[src/rtl/bufpwm_pkg.sv]
package bufpwm_pkg;

  localparam int CTL_W = 5;

  typedef struct packed {
    logic [1:0] els;
    logic       tov;
    logic [1:0] mode;
  } ch_ctl_t;

  typedef enum logic [2:0] {
    A_CTRL = 3'd0,
    A_MOD  = 3'd1,
    A_CMP0 = 3'd2,
    A_CMP1 = 3'd3,
    A_CTL0 = 3'd4,
    A_CTL1 = 3'd5
  } reg_addr_e;

  function automatic logic ch_on(input ch_ctl_t c);
    return |c.mode;
  endfunction

  function automatic logic cmp_acts(input ch_ctl_t c);
    return c.els[1];
  endfunction

  function automatic logic level_on_match(input ch_ctl_t c);
    return c.els[0];
  endfunction

  function automatic logic level_on_wrap(input ch_ctl_t c);
    return ~c.els[0];
  endfunction

  function automatic logic wants_link(input ch_ctl_t c);
    return c.mode[1];
  endfunction

endpackage

[src/rtl/bufpwm_regs.sv]
module bufpwm_regs
  import bufpwm_pkg::*;
#(
  parameter int CNT_W = 16
) (
  input  logic             clk,
  input  logic             rst_n,
  input  logic             wr_en,
  input  logic [2:0]       wr_addr,
  input  logic [CNT_W-1:0] wr_data,
  output logic             stop,
  output logic             clr,
  output logic [CNT_W-1:0] modulo,
  output logic [CNT_W-1:0] cmp0,
  output logic [CNT_W-1:0] cmp1,
  output ch_ctl_t          ctl0,
  output ch_ctl_t          ctl1,
  output logic             wr_cmp0,
  output logic             wr_cmp1,
  output logic             link_next
);

  logic wr_ctrl, wr_mod, wr_ctl0, wr_ctl1;
  ch_ctl_t ctl_wdata;

  assign wr_ctrl   = wr_en && (wr_addr == A_CTRL);
  assign wr_mod    = wr_en && (wr_addr == A_MOD);
  assign wr_cmp0   = wr_en && (wr_addr == A_CMP0);
  assign wr_cmp1   = wr_en && (wr_addr == A_CMP1);
  assign wr_ctl0   = wr_en && (wr_addr == A_CTL0);
  assign wr_ctl1   = wr_en && (wr_addr == A_CTL1);
  assign ctl_wdata = ch_ctl_t'(wr_data[CTL_W-1:0]);
  assign clr       = wr_ctrl && wr_data[1];
  assign link_next = wr_ctl0 ? wants_link(ctl_wdata) : wants_link(ctl0);

  always_ff @(posedge clk or negedge rst_n) begin
    if (!rst_n) begin
      stop   <= 1'b1;
      modulo <= '1;
      cmp0   <= '0;
      cmp1   <= '0;
      ctl0   <= '0;
      ctl1   <= '0;
    end else begin
      if (wr_ctrl) stop   <= wr_data[0];
      if (wr_mod)  modulo <= wr_data;
      if (wr_cmp0) cmp0   <= wr_data;
      if (wr_cmp1) cmp1   <= wr_data;
      if (wr_ctl0) ctl0   <= ctl_wdata;
      if (wr_ctl1) ctl1   <= ctl_wdata;
    end
  end

  // a stored write appears at the next edge
  a_r2_mod_write_lands: assert property (@(posedge clk) disable iff (!rst_n)
    wr_mod |=> (modulo == $past(wr_data)));

  // the clear bit is never stored as a stop change unless bit0 says so
  a_r3_stop_written: assert property (@(posedge clk) disable iff (!rst_n)
    wr_ctrl |=> (stop == $past(wr_data[0])));

endmodule

[src/rtl/bufpwm_counter.sv]
module bufpwm_counter #(
  parameter int CNT_W     = 16,
  parameter int PRESC_DIV = 2
) (
  input  logic             clk,
  input  logic             rst_n,
  input  logic             stop,
  input  logic             clr,
  input  logic [CNT_W-1:0] modulo,
  output logic             tick,
  output logic             wrap,
  output logic [CNT_W-1:0] cnt_next,
  output logic [CNT_W-1:0] cnt
);

  localparam int PS_W = (PRESC_DIV > 1) ? $clog2(PRESC_DIV) : 1;
  localparam logic [CNT_W-1:0] CNT_MAX = '1;

  function automatic logic at_end(input logic [CNT_W-1:0] c,
                                  input logic [CNT_W-1:0] m);
    return (c == m) || (c == CNT_MAX);
  endfunction

  function automatic logic [CNT_W-1:0] step(input logic [CNT_W-1:0] c,
                                            input logic [CNT_W-1:0] m);
    return at_end(c, m) ? '0 : c + 1'b1;
  endfunction

  logic presc_last;
  logic end_hit;

  generate
    if (PRESC_DIV > 1) begin : g_presc
      logic [PS_W-1:0] presc;
      always_ff @(posedge clk or negedge rst_n) begin
        if (!rst_n)      presc <= '0;
        else if (clr)    presc <= '0;
        else if (!stop)  presc <= presc_last ? '0 : presc + 1'b1;
      end
      assign presc_last = (presc == PS_W'(PRESC_DIV - 1));
    end else begin : g_nopresc
      assign presc_last = 1'b1;
    end
  endgenerate

  assign tick     = !stop && !clr && presc_last;
  assign end_hit  = at_end(cnt, modulo);
  assign wrap     = tick && end_hit;
  assign cnt_next = step(cnt, modulo);

  always_ff @(posedge clk or negedge rst_n) begin
    if (!rst_n)     cnt <= '0;
    else if (clr)   cnt <= '0;
    else if (tick)  cnt <= cnt_next;
  end

  // a wrap brings the count back to zero
  a_r2_wrap_to_zero: assert property (@(posedge clk) disable iff (!rst_n)
    wrap |=> (cnt == '0));

  // a tick without wrap advances by one
  a_r2_step_one: assert property (@(posedge clk) disable iff (!rst_n)
    (tick && !wrap) |=> (cnt == $past(cnt) + 1'b1));

  // stopped counter holds
  a_r3_stop_holds: assert property (@(posedge clk) disable iff (!rst_n)
    (stop && !clr) |=> $stable(cnt));

  // clear empties the counter
  a_r3_clear: assert property (@(posedge clk) disable iff (!rst_n)
    clr |=> (cnt == '0));

endmodule

[src/rtl/bufpwm_select.sv]
module bufpwm_select (
  input  logic clk,
  input  logic rst_n,
  input  logic linked,
  input  logic link_next,
  input  logic wr_cmp0,
  input  logic wr_cmp1,
  input  logic wrap,
  output logic active,
  output logic sel_eff
);

  logic pend;
  logic pend_eff;

  always_comb begin
    pend_eff = pend;
    if (linked && wr_cmp1)      pend_eff = 1'b1;
    else if (linked && wr_cmp0) pend_eff = 1'b0;
  end

  assign sel_eff = wrap ? pend_eff : active;

  always_ff @(posedge clk or negedge rst_n) begin
    if (!rst_n) begin
      active <= 1'b0;
      pend   <= 1'b0;
    end else if (!link_next) begin
      active <= 1'b0;
      pend   <= 1'b0;
    end else begin
      pend <= pend_eff;
      if (wrap) active <= pend_eff;
    end
  end

  // control changes hands only at a wrap
  a_r6_hold_between_wraps: assert property (@(posedge clk) disable iff (!rst_n)
    (!wrap && link_next) |=> $stable(active));

  // unlinked pair always reports channel 0
  a_r6_unlinked_ch0: assert property (@(posedge clk) disable iff (!rst_n)
    !linked |-> !active);

  // a channel 1 write in the wrap cycle takes effect at that wrap
  a_r6_wrap_write_counts: assert property (@(posedge clk) disable iff (!rst_n)
    (wrap && linked && link_next && wr_cmp1) |=> active);

endmodule

[src/rtl/bufpwm_chan.sv]
module bufpwm_chan
  import bufpwm_pkg::*;
#(
  parameter int CNT_W = 16
) (
  input  logic             clk,
  input  logic             rst_n,
  input  logic             tick,
  input  logic             wrap,
  input  logic [CNT_W-1:0] cnt_next,
  input  logic [CNT_W-1:0] cmp,
  input  ch_ctl_t          ctl,
  input  logic             force_off,
  output logic             out
);

  logic live;
  logic hit;

  assign live = tick && ch_on(ctl) && cmp_acts(ctl);
  assign hit  = (cnt_next == cmp);

  always_ff @(posedge clk or negedge rst_n) begin
    if (!rst_n)                    out <= 1'b0;
    else if (force_off)            out <= 1'b0;
    else if (live && hit)          out <= level_on_match(ctl);
    else if (live && wrap && ctl.tov) out <= level_on_wrap(ctl);
  end

  // a released pin reads 0
  a_r8_forced_low: assert property (@(posedge clk) disable iff (!rst_n)
    force_off |=> !out);

  // compare at count 0 beats the wrap action
  a_r9_compare_beats_wrap: assert property (@(posedge clk) disable iff (!rst_n)
    (live && wrap && hit && !force_off) |=> (out == $past(ctl.els[0])));

  // wrap without toggle leaves the pin
  a_r10_no_tov_hold: assert property (@(posedge clk) disable iff (!rst_n)
    (tick && wrap && !hit && !ctl.tov && !force_off) |=> $stable(out));

  // edge/level 0x takes no pin action
  a_r5_idle_hold: assert property (@(posedge clk) disable iff (!rst_n)
    (!force_off && !ctl.els[1]) |=> $stable(out));

endmodule

[src/rtl/bufpwm_pair.sv]
module bufpwm_pair
  import bufpwm_pkg::*;
#(
  parameter int CNT_W     = 16,
  parameter int PRESC_DIV = 2
) (
  input  logic             clk,
  input  logic             rst_n,
  input  logic             wr_en,
  input  logic [2:0]       wr_addr,
  input  logic [CNT_W-1:0] wr_data,
  output logic             ch0_out,
  output logic             ch1_out,
  output logic             ch1_gpio_en,
  output logic             active_sel
);

  localparam int NCH = 2;

  logic             stop, clr, wr_cmp0, wr_cmp1, link_next;
  logic [CNT_W-1:0] modulo, cmp0, cmp1;
  ch_ctl_t          ctl0, ctl1;
  logic             tick, wrap;
  logic [CNT_W-1:0] cnt_next, cnt;
  logic             linked, sel_eff;

  logic [CNT_W-1:0] ch_cmp   [NCH];
  ch_ctl_t          ch_ctl   [NCH];
  logic             ch_force [NCH];
  logic             ch_pin   [NCH];

  bufpwm_regs #(.CNT_W(CNT_W)) u_regs (
    .clk(clk), .rst_n(rst_n), .wr_en(wr_en), .wr_addr(wr_addr),
    .wr_data(wr_data), .stop(stop), .clr(clr), .modulo(modulo),
    .cmp0(cmp0), .cmp1(cmp1), .ctl0(ctl0), .ctl1(ctl1),
    .wr_cmp0(wr_cmp0), .wr_cmp1(wr_cmp1), .link_next(link_next)
  );

  bufpwm_counter #(.CNT_W(CNT_W), .PRESC_DIV(PRESC_DIV)) u_cnt (
    .clk(clk), .rst_n(rst_n), .stop(stop), .clr(clr), .modulo(modulo),
    .tick(tick), .wrap(wrap), .cnt_next(cnt_next), .cnt(cnt)
  );

  assign linked = wants_link(ctl0);

  bufpwm_select u_sel (
    .clk(clk), .rst_n(rst_n), .linked(linked), .link_next(link_next),
    .wr_cmp0(wr_cmp0), .wr_cmp1(wr_cmp1), .wrap(wrap),
    .active(active_sel), .sel_eff(sel_eff)
  );

  assign ch_cmp[0]   = (linked && sel_eff) ? cmp1 : cmp0;
  assign ch_cmp[1]   = cmp1;
  assign ch_ctl[0]   = ctl0;
  assign ch_ctl[1]   = ctl1;
  assign ch_force[0] = 1'b0;
  assign ch_force[1] = linked;

  generate
    for (genvar i = 0; i < NCH; i++) begin : g_ch
      bufpwm_chan #(.CNT_W(CNT_W)) u_ch (
        .clk(clk), .rst_n(rst_n), .tick(tick), .wrap(wrap),
        .cnt_next(cnt_next), .cmp(ch_cmp[i]), .ctl(ch_ctl[i]),
        .force_off(ch_force[i]), .out(ch_pin[i])
      );
    end
  endgenerate

  assign ch0_out     = ch_pin[0];
  assign ch1_out     = ch_pin[1];
  assign ch1_gpio_en = linked;

  // after reset the counter idles at zero until started
  a_r1_idle_zero: assert property (@(posedge clk) disable iff (!rst_n)
    (stop && $past(cnt) == '0) |-> (cnt == '0));

endmodule

[config.mk]
export PLATFORM = sky130hd
export DESIGN_NAME = bufpwm_pair
export DESIGN_NICKNAME = d
export VERILOG_FILES = /design/src/rtl/bufpwm_pkg.sv /design/src/rtl/bufpwm_regs.sv /design/src/rtl/bufpwm_counter.sv /design/src/rtl/bufpwm_select.sv /design/src/rtl/bufpwm_chan.sv /design/src/rtl/bufpwm_pair.sv
export SDC_FILE = /design/constraint.sdc
export NUM_CORES = 1
export LEC_CHECK = 0
export BUFFER_PORTS_ARGS = -buffer_cell sky130_fd_sc_hd__clkbuf_2
export CORE_UTILIZATION = 40
export DETAILED_ROUTE_END_ITERATION = 8
export MAX_ROUTING_LAYER = met4
export PLACE_DENSITY_LB_ADDON = 0.3
export RECOVER_POWER = 100
export SETUP_SLACK_MARGIN = 0.05
export SLEW_MARGIN = 10
export SYNTH_ARGS = -nofsm -noshare
export SYNTH_HDL_FRONTEND = slang
export SYNTH_SLANG_ARGS = --single-unit
[constraint.sdc]
create_clock -name clk -period 9.2 [get_ports clk]
set_input_delay 0.46 -clock clk [delete_from_list [all_inputs] [get_ports clk]]
set_output_delay 0.46 -clock clk [all_outputs]
set_load 0.05 [all_outputs]
==> results.py <==
metrics = {
    "clocking": {
        "clock_path_buffers": 2,
        "clock_sinks": 80,
        "holdBufCountCts": 0,
        "cts-root-buf": "clkbuf_16",
        "cts_setup_buffers": 0,
        "clkLatencyLatePin_ps": 350,
        "path_clk_slew_ps": 60,
        "numCtsBuffers": 9,
        "post_cts_resized": 0,
        "h-tree-depth": 3,
        "cts_tree": "yes",
    },
    "setup_path": {
        "critPathBufInv": 0,
        "startpoint_type": "flop",
        "crit_fanout": 17,
        "critPathKind": "reg2reg",
        "cpMostUsedCell": "nor4_1",
        "critPathRequiredTime_ps": 9440,
        "path_cells": "xor2_1 > nor4_1 > and4_1 > o21ai_0 > nand2_1 > a221oi_1 > a2111o_1 > nor4_1 > a311o_1 > o21ai_1",
        "cpPeakStageDelay_ps": 720,
        "setup.worst_path.end_class": "flop",
        "worstPathArrival_ps": 4270,
        "path_delay_family": "simple AND/OR/NAND/NOR gates",
        "cp_slowest_cell": "and4_1",
    },
    "floorplan": {
        "start_util": 0.415,
        "die-area_um2": 12400,
        "die_h_um": 111,
        "core_area_um2": 11600,
        "fp-row-count": 39,
        "die_w_um": 111,
        "ios": 26,
    },
    "yosys": {
        "netlist_instances": 470,
        "syn_area_per_cell_um2": 10.2,
        "synth_fp_nets": 493,
        "yosys.area_share.adder": 0.00261,
        "netlist_area_um2": 4800,
        "synth_top_area_frac": 0.329,
        "synthFlopType": "dfrtp_1",
        "synth_compound_area_frac": 0.157,
        "synth_sequential_area_ratio": 0.422,
        "synth.distinct_cells": 68,
        "yosysTopAreaCell": "dfrtp_1",
        "synth_edf_count": 0,
        "synthMuxAreaShare": 0.133,
        "synth_top_family_by_area": "simple AND/OR/NAND/NOR gates",
        "synth_xor_xnor_area_share": 0.0749,
        "yosys_warnings": 0,
        "synthSimpleGateAreaFrac": 0.175,
        "async_reset_ff_frac": 1.00,
        "netlist_top_cells_area": "dfrtp_1, mux2_2, dfstp_2",
        "ys_ff_latch": 80,
    },
    "finish": {
        "drive_gt1_frac": 0.244,
        "finalNonFillerCells": 631,
        "diodes": 0,
        "area_growth_pct": 10.5,
        "nets": 506,
    },
    "grt": {
        "grt_pass1_vias": 3802,
        "grt-ovfl-total": 0,
        "antenna_found_initial": 0,
        "grt_use_total": 0.236,
        "grt_pass1_wl_um": 21400,
        "grt_max_degree": 81,
    },
    "power_and_ir_drop": {
        "clkPwrFrac": 0.337,
        "cellLeakagePower_uw": 0.00221,
        "p_sw_uw": 415,
        "intPower_uw": 845,
        "power_density_nw_per_um2": 238,
        "seqPwrFrac": 0.412,
        "comb_power_share": 0.251,
        "ir_worst_vdd_mv": 0.157,
        "switching_share": 0.329,
    },
    "drt": {
        "first_iter_violations": 275,
        "wl_per_cell_um": 21.0,
        "drcViolationCount": 2,
        "dr.pass1.iters": 9,
        "routed_wl_um": 13300,
        "vias": 3899,
        "viasPerCell": 6.18,
        "antenna_left": 0,
    },
    "sta": {
        "slew_violations": 81,
        "tightest_slew_ps": 4230,
        "fin_skew_ps": 8.66,
        "post-route-min-period_ps": 4040,
        "setup-violations-final": 0,
        "min_period_over_period": 0.439,
        "hold_viol": 0,
        "rsz0062_at_grt": "no",
        "tns_ps": 0,
        "holdWs_ps": 351,
        "setup_ws_ps": 5160,
        "fmax_mhz": 248,
        "relSlewSlack": -1.82,
    },
    "placement": {
        "dp_cells": 615,
        "dp_hpwl_um": 9590,
        "gp_congestion": 0.961,
        "portBuffers": 25,
        "pre_cts_ws_ps": 5290,
    },
    "hold_path": {
        "hold_path_class": "in2reg",
    },
    "run": {
        "drv_cap": 1,
    },
    "run_status": {
        "status": "complete, but fails checks",
        "violations": "DRC, capacitance limit, slew limit",
    },
}
-- cell families (layout without fill, tap and decap cells) --
family                     Yosys count  count (layout)
AOI/OAI and AO/OA                  109             109
xor gates and xnor gates            41              41
adders and majority gates            1               1
buffers and inverters               36              54
DFF                                 80              80
muxes                               57              57
and+or+nand+nor                    146             146
-- metrics by stage --
stage | total power [µW] | util | cell area (µm²)
after floorplan | 734 | - | 4800
after detailed placement | 840 | 0.432 | 4990
after global routing | 1330 | 0.458 | 5300
final | 1260 | 0.458 | 5300
after CTS | 1270 | 0.462 | 5350
after global placement | 833 | 0.432 | 4990
-- worst min-delay path, delay by kind of cell --
family | cells | cell delay, ps
buffers and inverters | 1 | 100
and+or+nand+nor | 1 | 40
AOI/OAI and AO/OA | 1 | 60
-- flip-flops by register name, indices dropped and copies added (netlist names) --
signal and flops:
g_ch.u_ch.out 2, u_cnt.cnt 16, u_cnt.g_presc.presc 1, u_regs.cmp0 16, u_regs.cmp1 16, u_regs.ctl0 5, u_regs.ctl1 5, u_regs.modulo 16
u_regs.stop 1, u_sel.active 1, u_sel.pend 1
-- final timing paths --
path	slack (ps)	cells after the start	end	from
worst max-delay path	5160	10	g_ch[0].u_ch.out	u_cnt.cnt[4]
worst min-delay path	350	3	u_regs.cmp0[6]	wr_data[6]
worst max register to register	5160	10	g_ch[0].u_ch.out	u_cnt.cnt[4]
worst min register to register	510	1	u_regs.ctl1[2]	u_regs.ctl1[2]
max in group asynchronous	5230	1	u_regs.cmp0[3]	rst_n
min in group asynchronous	1610	1	u_regs.cmp1[15]	rst_n
-- layout by cell type, fill, tap and decap left out, types with 3 or more instances in the layout --
master,netlist,layout
mux2i_1,3,3
clkbuf_16,0,9
nand2_1,33,33
a21oi_1,14,14
clkbuf_2,1,18
bufinv_16,0,3
o22ai_1,5,5
o211ai_1,5,5
or3_1,3,3
nand4_1,7,7
o221a_2,3,3
clkbuf_1,10,8
a211o_1,4,4
nand2b_1,5,5
nor4_1,5,7
nand4b_1,7,7
nor3_1,10,10
dfrtp_1,63,63
nor2_1,31,32
mux2_2,54,54
and3_1,4,4
nor2b_1,3,3
o31ai_1,5,5
o21ai_0,31,31
a31oi_1,6,6
a221oi_1,3,3
dfstp_2,17,17
and2_1,4,4
and4_1,3,3
inv_1,10,10
xnor2_1,16,16
a22o_1,3,3
xor2_1,25,25
nand3_1,16,16
-- cell usage after synthesis (all sizes together), types with 2 or more instances --
library cell	n
mux2i	3
a311oi	2
o211a	2
o31ai	5
nand2	33
a21boi	3
o21ai	33
or2	2
dfrtp	63
o31a	2
o32ai	2
nand4	10
a21oi	15
a22oi	2
o221a	4
xor2	25
nand4b	7
a211oi	2
a31oi	6
nor4b	2
mux2	54
nor3	10
nor4	10
dfstp	17
clkbuf	11
o22ai	5
nor2b	3
and3	4
nand3	16
o211ai	5
a221oi	3
inv	10
a22o	3
nor2	32
nand2b	5
or3	3
and2	4
buf	15
and4	3
a211o	4
xnor2	16
-- routing by layer --
layer | share of wire | wire, µm | vias up | global-route usage
li1 | - | - | 1765 | -
met1 | 0.45 | 6040 | 1982 | 0.306
met2 | 0.48 | 6330 | 129 | 0.364
met3 | 0.051 | 676 | 23 | 0.0572
met4 | 0.018 | 236 | 0 | 0.0712
met5 | 0 | 0 | - | -
-- layout make-up --
| type | instances | area, µm² |
|---|---|---|
| repair buffers | 28 | 135 |
| inverters | 10 | 37.5 |
| well taps | 143 | 179 |
| multi-input cells | 354 | 2570 |
| clock buffers | 10 | 239 |
| fillers | 1088 | 6270 |
| flip-flops and latches | 80 | 2020 |
| clock inverters | 6 | 115 |
-- power by group through the flow --
stage | combinational [µW] | sequential, µW | clock, µW
final | 316 | 520 | 424
after global routing | 350 | 530 | 446
after CTS | 318 | 518 | 433
after detailed placement | 316 | 524 | 0
after global placement | 312 | 522 | 0
after floorplan | 254 | 480 | 0
(Power assumes the default switching activity.)
